### src/rtl/bitop_pkg.sv
package bitop_pkg;
  localparam int DATA_W = 8;
  localparam int IDX_W  = $clog2(DATA_W);

  typedef enum logic [2:0] {
    ST_IDLE,
    ST_ADDR,
    ST_OFFS,
    ST_OPND,
    ST_LAST
  } state_t;

  typedef struct packed {
    logic             set_op;
    logic             want_one;
    logic [IDX_W-1:0] idx;
  } dec_t;
endpackage

### src/rtl/bitop_decode.sv
module bitop_decode
  import bitop_pkg::*;
(
  input  logic [4:0] op_low,
  output dec_t       dec
);
  always_comb begin
    dec.set_op   = op_low[4];
    dec.want_one = ~op_low[0];
    dec.idx      = op_low[3:1];
  end
endmodule

### src/rtl/bitop_bitsel.sv
module bitop_bitsel
  import bitop_pkg::*;
(
  input  logic [DATA_W-1:0] byte_in,
  input  logic [IDX_W-1:0]  idx,
  output logic              bit_val,
  output logic [DATA_W-1:0] set_byte
);
  logic [DATA_W-1:0] mask;

  for (genvar g = 0; g < DATA_W; g++) begin : g_mask
    assign mask[g] = (idx == IDX_W'(g));
  end

  assign bit_val  = |(byte_in & mask);
  assign set_byte = byte_in | mask;
endmodule

### src/rtl/bitop_target.sv
module bitop_target #(
  parameter int ADDR_W = 16
) (
  input  logic [ADDR_W-1:0] base_pc,
  input  logic [7:0]        rel,
  input  logic              set_op,
  input  logic              taken,
  output logic [ADDR_W-1:0] next_pc
);
  localparam int EXT_W = ADDR_W - 8;
  logic [ADDR_W-1:0] rel_ext;
  logic [ADDR_W-1:0] seq_pc;

  assign rel_ext = {{EXT_W{rel[7]}}, rel};
  assign seq_pc  = base_pc + (set_op ? ADDR_W'(2) : ADDR_W'(3));

  always_comb begin
    if (!set_op && taken) next_pc = seq_pc + rel_ext;
    else                  next_pc = seq_pc;
  end
endmodule

### src/rtl/bitop_unit.sv
module bitop_unit
  import bitop_pkg::*;
#(
  parameter int ADDR_W = 16
) (
  input  logic              clk,
  input  logic              rst_n,
  input  logic              cmd_valid,
  output logic              cmd_ready,
  input  logic [ADDR_W-1:0] pc_in,
  input  logic              carry_in,
  output logic              mem_rd,
  output logic              mem_wr,
  output logic [ADDR_W-1:0] mem_addr,
  output logic [7:0]        mem_wdata,
  input  logic [7:0]        mem_rdata,
  output logic              done,
  output logic [ADDR_W-1:0] pc_out,
  output logic              carry_out
);
  localparam int HI_W = ADDR_W - 8;

  state_t            state, state_nx;
  logic [ADDR_W-1:0] pc_q;
  logic              c_q;
  dec_t              dec_q, dec_now;
  logic [7:0]        dp_q, off_q;
  logic              bit_val, taken;
  logic [7:0]        set_byte;

  bitop_decode u_dec (.op_low(mem_rdata[4:0]), .dec(dec_now));

  bitop_bitsel u_sel (
    .byte_in(mem_rdata), .idx(dec_q.idx),
    .bit_val(bit_val), .set_byte(set_byte)
  );

  assign taken = (bit_val == dec_q.want_one);

  bitop_target #(.ADDR_W(ADDR_W)) u_tgt (
    .base_pc(pc_q), .rel(off_q), .set_op(dec_q.set_op),
    .taken(taken), .next_pc(pc_out)
  );

  assign cmd_ready = (state == ST_IDLE);
  assign carry_out = dec_q.set_op ? c_q : bit_val;

  always_comb begin
    state_nx  = state;
    mem_rd    = 1'b0;
    mem_wr    = 1'b0;
    mem_addr  = '0;
    mem_wdata = '0;
    done      = 1'b0;
    unique case (state)
      ST_IDLE: if (cmd_valid) begin
        mem_rd   = 1'b1;
        mem_addr = pc_in;
        state_nx = ST_ADDR;
      end
      ST_ADDR: begin
        mem_rd   = 1'b1;
        mem_addr = pc_q + ADDR_W'(1);
        state_nx = dec_now.set_op ? ST_OPND : ST_OFFS;
      end
      ST_OFFS: begin
        mem_rd   = 1'b1;
        mem_addr = pc_q + ADDR_W'(2);
        state_nx = ST_OPND;
      end
      ST_OPND: begin
        mem_rd   = 1'b1;
        mem_addr = {{HI_W{1'b0}}, (dec_q.set_op ? mem_rdata : dp_q)};
        state_nx = ST_LAST;
      end
      ST_LAST: begin
        done      = 1'b1;
        mem_wr    = dec_q.set_op;
        mem_addr  = dec_q.set_op ? {{HI_W{1'b0}}, dp_q} : '0;
        mem_wdata = dec_q.set_op ? set_byte : '0;
        state_nx  = ST_IDLE;
      end
      default: state_nx = ST_IDLE;
    endcase
  end

  always_ff @(posedge clk or negedge rst_n) begin
    if (!rst_n) begin
      state <= ST_IDLE;
      pc_q  <= '0;
      c_q   <= 1'b0;
      dec_q <= '0;
      dp_q  <= '0;
      off_q <= '0;
    end else begin
      state <= state_nx;
      if (state == ST_IDLE && cmd_valid) begin
        pc_q <= pc_in;
        c_q  <= carry_in;
      end
      if (state == ST_ADDR) dec_q <= dec_now;
      if (state == ST_OFFS) dp_q  <= mem_rdata;
      if (state == ST_OPND) begin
        if (dec_q.set_op) dp_q  <= mem_rdata;
        else              off_q <= mem_rdata;
      end
    end
  end

  AST_DONE_PULSE: assert property (@(posedge clk) disable iff (!rst_n)
    done |=> !done);
  AST_READY_AFTER_DONE: assert property (@(posedge clk) disable iff (!rst_n)
    done |=> cmd_ready);
  AST_BUSY_NOT_READY: assert property (@(posedge clk) disable iff (!rst_n)
    (cmd_valid && cmd_ready) |=> !cmd_ready);
  AST_RD_WR_EXCL: assert property (@(posedge clk) disable iff (!rst_n)
    !(mem_rd && mem_wr));
  AST_WR_DIRECT_PAGE: assert property (@(posedge clk) disable iff (!rst_n)
    mem_wr |-> (mem_addr[ADDR_W-1:8] == '0));
  AST_WR_KEEPS_BITS: assert property (@(posedge clk) disable iff (!rst_n)
    mem_wr |-> ((mem_wdata & mem_rdata) == mem_rdata));
  AST_SET_PC: assert property (@(posedge clk) disable iff (!rst_n)
    (done && dec_q.set_op) |-> (pc_out == pc_q + ADDR_W'(2)));
  AST_BRANCH_NO_WRITE: assert property (@(posedge clk) disable iff (!rst_n)
    (done && !dec_q.set_op) |-> !mem_wr);
endmodule

### config.mk
export PLATFORM = sky130hd
export DESIGN_NAME = bitop_unit
export DESIGN_NICKNAME = d
export VERILOG_FILES = /design/src/rtl/bitop_pkg.sv /design/src/rtl/bitop_decode.sv /design/src/rtl/bitop_bitsel.sv /design/src/rtl/bitop_target.sv /design/src/rtl/bitop_unit.sv
export SDC_FILE = /design/constraint.sdc
export NUM_CORES = 1
export LEC_CHECK = 0
export BUFFER_PORTS_ARGS = -buffer_cell sky130_fd_sc_hd__buf_4
export CAP_MARGIN = 20
export CORE_ASPECT_RATIO = 1.4
export CORE_UTILIZATION = 40
export CTS_BUF_LIST = sky130_fd_sc_hd__clkbuf_2
export CTS_CLUSTER_DIAMETER = 200
export CTS_CLUSTER_SIZE = 8
export DETAILED_ROUTE_END_ITERATION = 7
export GPL_TIMING_DRIVEN = 0
export SYNTH_ARGS = -nofsm -noshare
export SYNTH_HDL_FRONTEND = slang
export SYNTH_HIERARCHICAL = 1
export SYNTH_SLANG_ARGS = --single-unit
### constraint.sdc
create_clock -name clk -period 3.7 [get_ports clk]
set_input_delay 0.74 -clock clk [delete_from_list [all_inputs] [get_ports clk]]
set_output_delay 0.74 -clock clk [all_outputs]
set_load 0.005 [all_outputs]
==> results.py <==
metrics = {
    "floorplanning": {
        "die_area_um2": 10500,
        "dieWidth_um": 86.7,
        "die_h_um": 121,
        "core_area_um2": 9620,
        "initial_core_util": 0.418,
        "io_pins": 73,
        "rows": 42,
    },
    "worst_setup_path": {
        "required_ps": 2960,
        "cp-end-kind": "output pin",
        "critPathLaunchType": "flop",
        "worstPathArrival_ps": 3350,
        "ff2ff_path_depth": 7,
        "crit_path_max_fanout": 5,
        "path_class": "reg2out",
    },
    "sta": {
        "tns_ps": -2390,
        "fin_skew_ps": 24.9,
        "hold_slack_ps": 227,
        "worst_slack_ps": -386,
        "rsz0062_at_grt": "yes",
        "slew_headroom": 0.550,
        "min_period_ps": 4090,
        "slew_viol_final": 0,
        "post-route-period-util": 1.10,
        "fmax_mhz": 245,
        "hold_viol": 0,
        "finalSetupViolCount": 8,
        "worst_slew_pin_slew_ps": 676,
    },
    "clocking": {
        "h-tree-depth": 2,
        "clk_latency_ps": 450,
        "ctsRootBufferMaster": "clkbuf_2",
        "clock-sinks": 41,
        "clk_pin_slew_ps": 230,
        "clock_path_buffers": 2,
        "cts_made_buffers": 5,
        "cts_tree": "built",
    },
    "final_layout": {
        "area_growth_pct": 30.5,
        "n_antenna_cell": 0,
        "fillers": 939,
        "final_cell_mix": "97 x buf_4, 90 x nand2_1, 35 x dfrtp_1",
        "drive_gt1_frac": 0.380,
        "fin_area_um2": 5240,
        "nets": 631,
        "seqCellArea_um2": 1030,
        "layout_commonest_cell": "buf_4",
        "multi_input_area_um2": 3020,
    },
    "placement": {
        "place_ws_ps": -446,
        "post_dp_cell_area_um2": 4720,
        "portBuffers": 72,
        "hpwlAfterDp_um": 9070,
        "place.gp.congestion": 0.887,
    },
    "synthesis": {
        "synthesis.area_um2": 4020,
        "ys_seq_area_frac": 0.255,
        "synth-xor-area-share": 0.0968,
        "synth-edff-count": 0,
        "synthFlopType": "dfrtp_1",
        "yosys.area_share.adder": 0.0735,
        "synth_top_area_frac": 0.255,
        "synth_top_family_by_area": "simple AND/OR/NAND/NOR gates",
        "synth_compound_area_frac": 0.173,
        "syn_area_per_cell_um2": 8.34,
        "yosys_warnings": 6,
        "synthMuxAreaShare": 0.0772,
        "async_flop_share": 1.00,
        "netlist_top_cells_area": "dfrtp_1 26%, nand2_1 8.6%, ha_1 6.8%",
        "syn_inst": 482,
        "synth_simple_gate_area_frac": 0.259,
        "syn_nets": 533,
        "ys_types": 72,
        "yosysTopAreaCell": "dfrtp_1",
        "synth_seq_cells": 41,
    },
    "drt": {
        "met1_length_um": 4930,
        "top_layer": "met4",
        "routed_via_density": 5.52,
        "via_count": 3936,
        "wl_met2_um": 6620,
        "wl_met3_um": 314,
        "drc_errors": 0,
        "antenna_left": 0,
        "wire_per_inst_um": 17.2,
        "drt-total-wl_um": 12300,
        "first_iter_violations": 188,
        "firstDrtPassIters": 4,
    },
    "status": {
        "violations": "setup timing",
        "outcome": "complete, but fails checks",
    },
    "grt": {
        "gr-total-overflow": 0,
        "track_usage": 0.241,
        "antenna_found_initial": 0,
        "grt_first_pass_wirelength_um": 19300,
        "grt_pass1_vias": 3821,
        "grt_max_degree": 42,
    },
    "job": {
        "maxCapViolCount": 0,
    },
    "power_and_ir_drop": {
        "p_leak_nw": 2.33,
        "design_power_total_mw": 5.87,
        "power.density_nw_per_um2": 1120,
        "ir_drop_uv": 395,
    },
    "worst_hold_path": {
        "min_path_type": "in2async",
    },
}
[per-stage QoR]
| step | util | std cells |
|---|---|---|
| 3_3_place_gp | 0.491 | 686 |
| 6_report | 0.545 | 713 |
| 5_1_grt | 0.545 | 713 |
| 3_5_place_dp | 0.491 | 686 |
| 4_1_cts | 0.535 | 711 |
| 2_1_floorplan | - | 482 |
[path summary, 6_finish.rpt]
check | from | end | slack, ps
setup / recovery | dec_q[4] | pc_out[15] | -390
setup reg to reg | state[1] | dp_q[4] | 1880
hold reg to reg | c_q | c_q | 530
max in group asynchronous | rst_n | pc_q[4] | 3040
hold / removal | rst_n | pc_q[11] | 230
min in group clk | pc_in[11] | pc_q[11] | 480
[area by class of cell]
cell class              instances  area share
multi-input cells             396       0.576
flip-flops and latches         41       0.197
repair buffers                 92       0.132
plain buffers                  33      0.0441
well taps                     132      0.0315
inverters                      11     0.00787
clock inverters                 2     0.00644
clock buffers                   6     0.00573
[Yosys cell counts (10+ instances only)]
cell type  number
and2_1         11
nor3_1         12
nand4_1        14
nand3_1        10
nor2_1         31
dfrtp_1        41
nand2_1        92
ha_1           22
inv_1          10
xnor2_1        28
a21oi_1        25
o21ai_0        17
mux2_2         12
buf_2          16
[metal layers]
layer	global-route usage	up-vias
li1	-	1907
met1	0.272	1912
met2	0.453	95
met3	0.0225	22
met4	0.102	0
met5	0	-
[timing repair]
item | 4_1_cts | 5_1_grt
cloned | 0 | 0
hold buffers | 0 | 0
pin swaps | 22 | 17
endpoints found under the setup margin | 14 | 14
resized for setup | 51 | 16
buffers inserted | 18 | 2
[cell families after synthesis]
group	count (synthesis)
flops	41
buf+inv	45
fa+ha+maj	23
xor+xnor	41
compound gates	102
simple gates	207
mux	23
[sequential cells by signal (all words and copies together) (netlist names)]
register	count
pc_q	16
off_q	8
c_q	1
state	3
dec_q	5
dp_q	8
[worst max-delay path: stages (launching register included)]
cell and delay, ps:
dfrtp_2 490, inv_2 80, ha_4 140, inv_2 40, ha_4 160, nor3b_4 210
nand2_1 120, xnor2_2 230, ha_4 260, a21o_1 230, a31o_4 280, a21o_1 160
nor3_1 140, nand3b_1 140, xnor2_1 120, buf_4 130
[report_power, final]
part	internal, mW	total (mW)	switching, mW
Clock	0.115	0.274	0.159
Combinational	2.32	4.60	2.28
Sequential	0.674	0.997	0.323
Total	3.11	5.87	2.76
(Power assumes the default switching activity.)
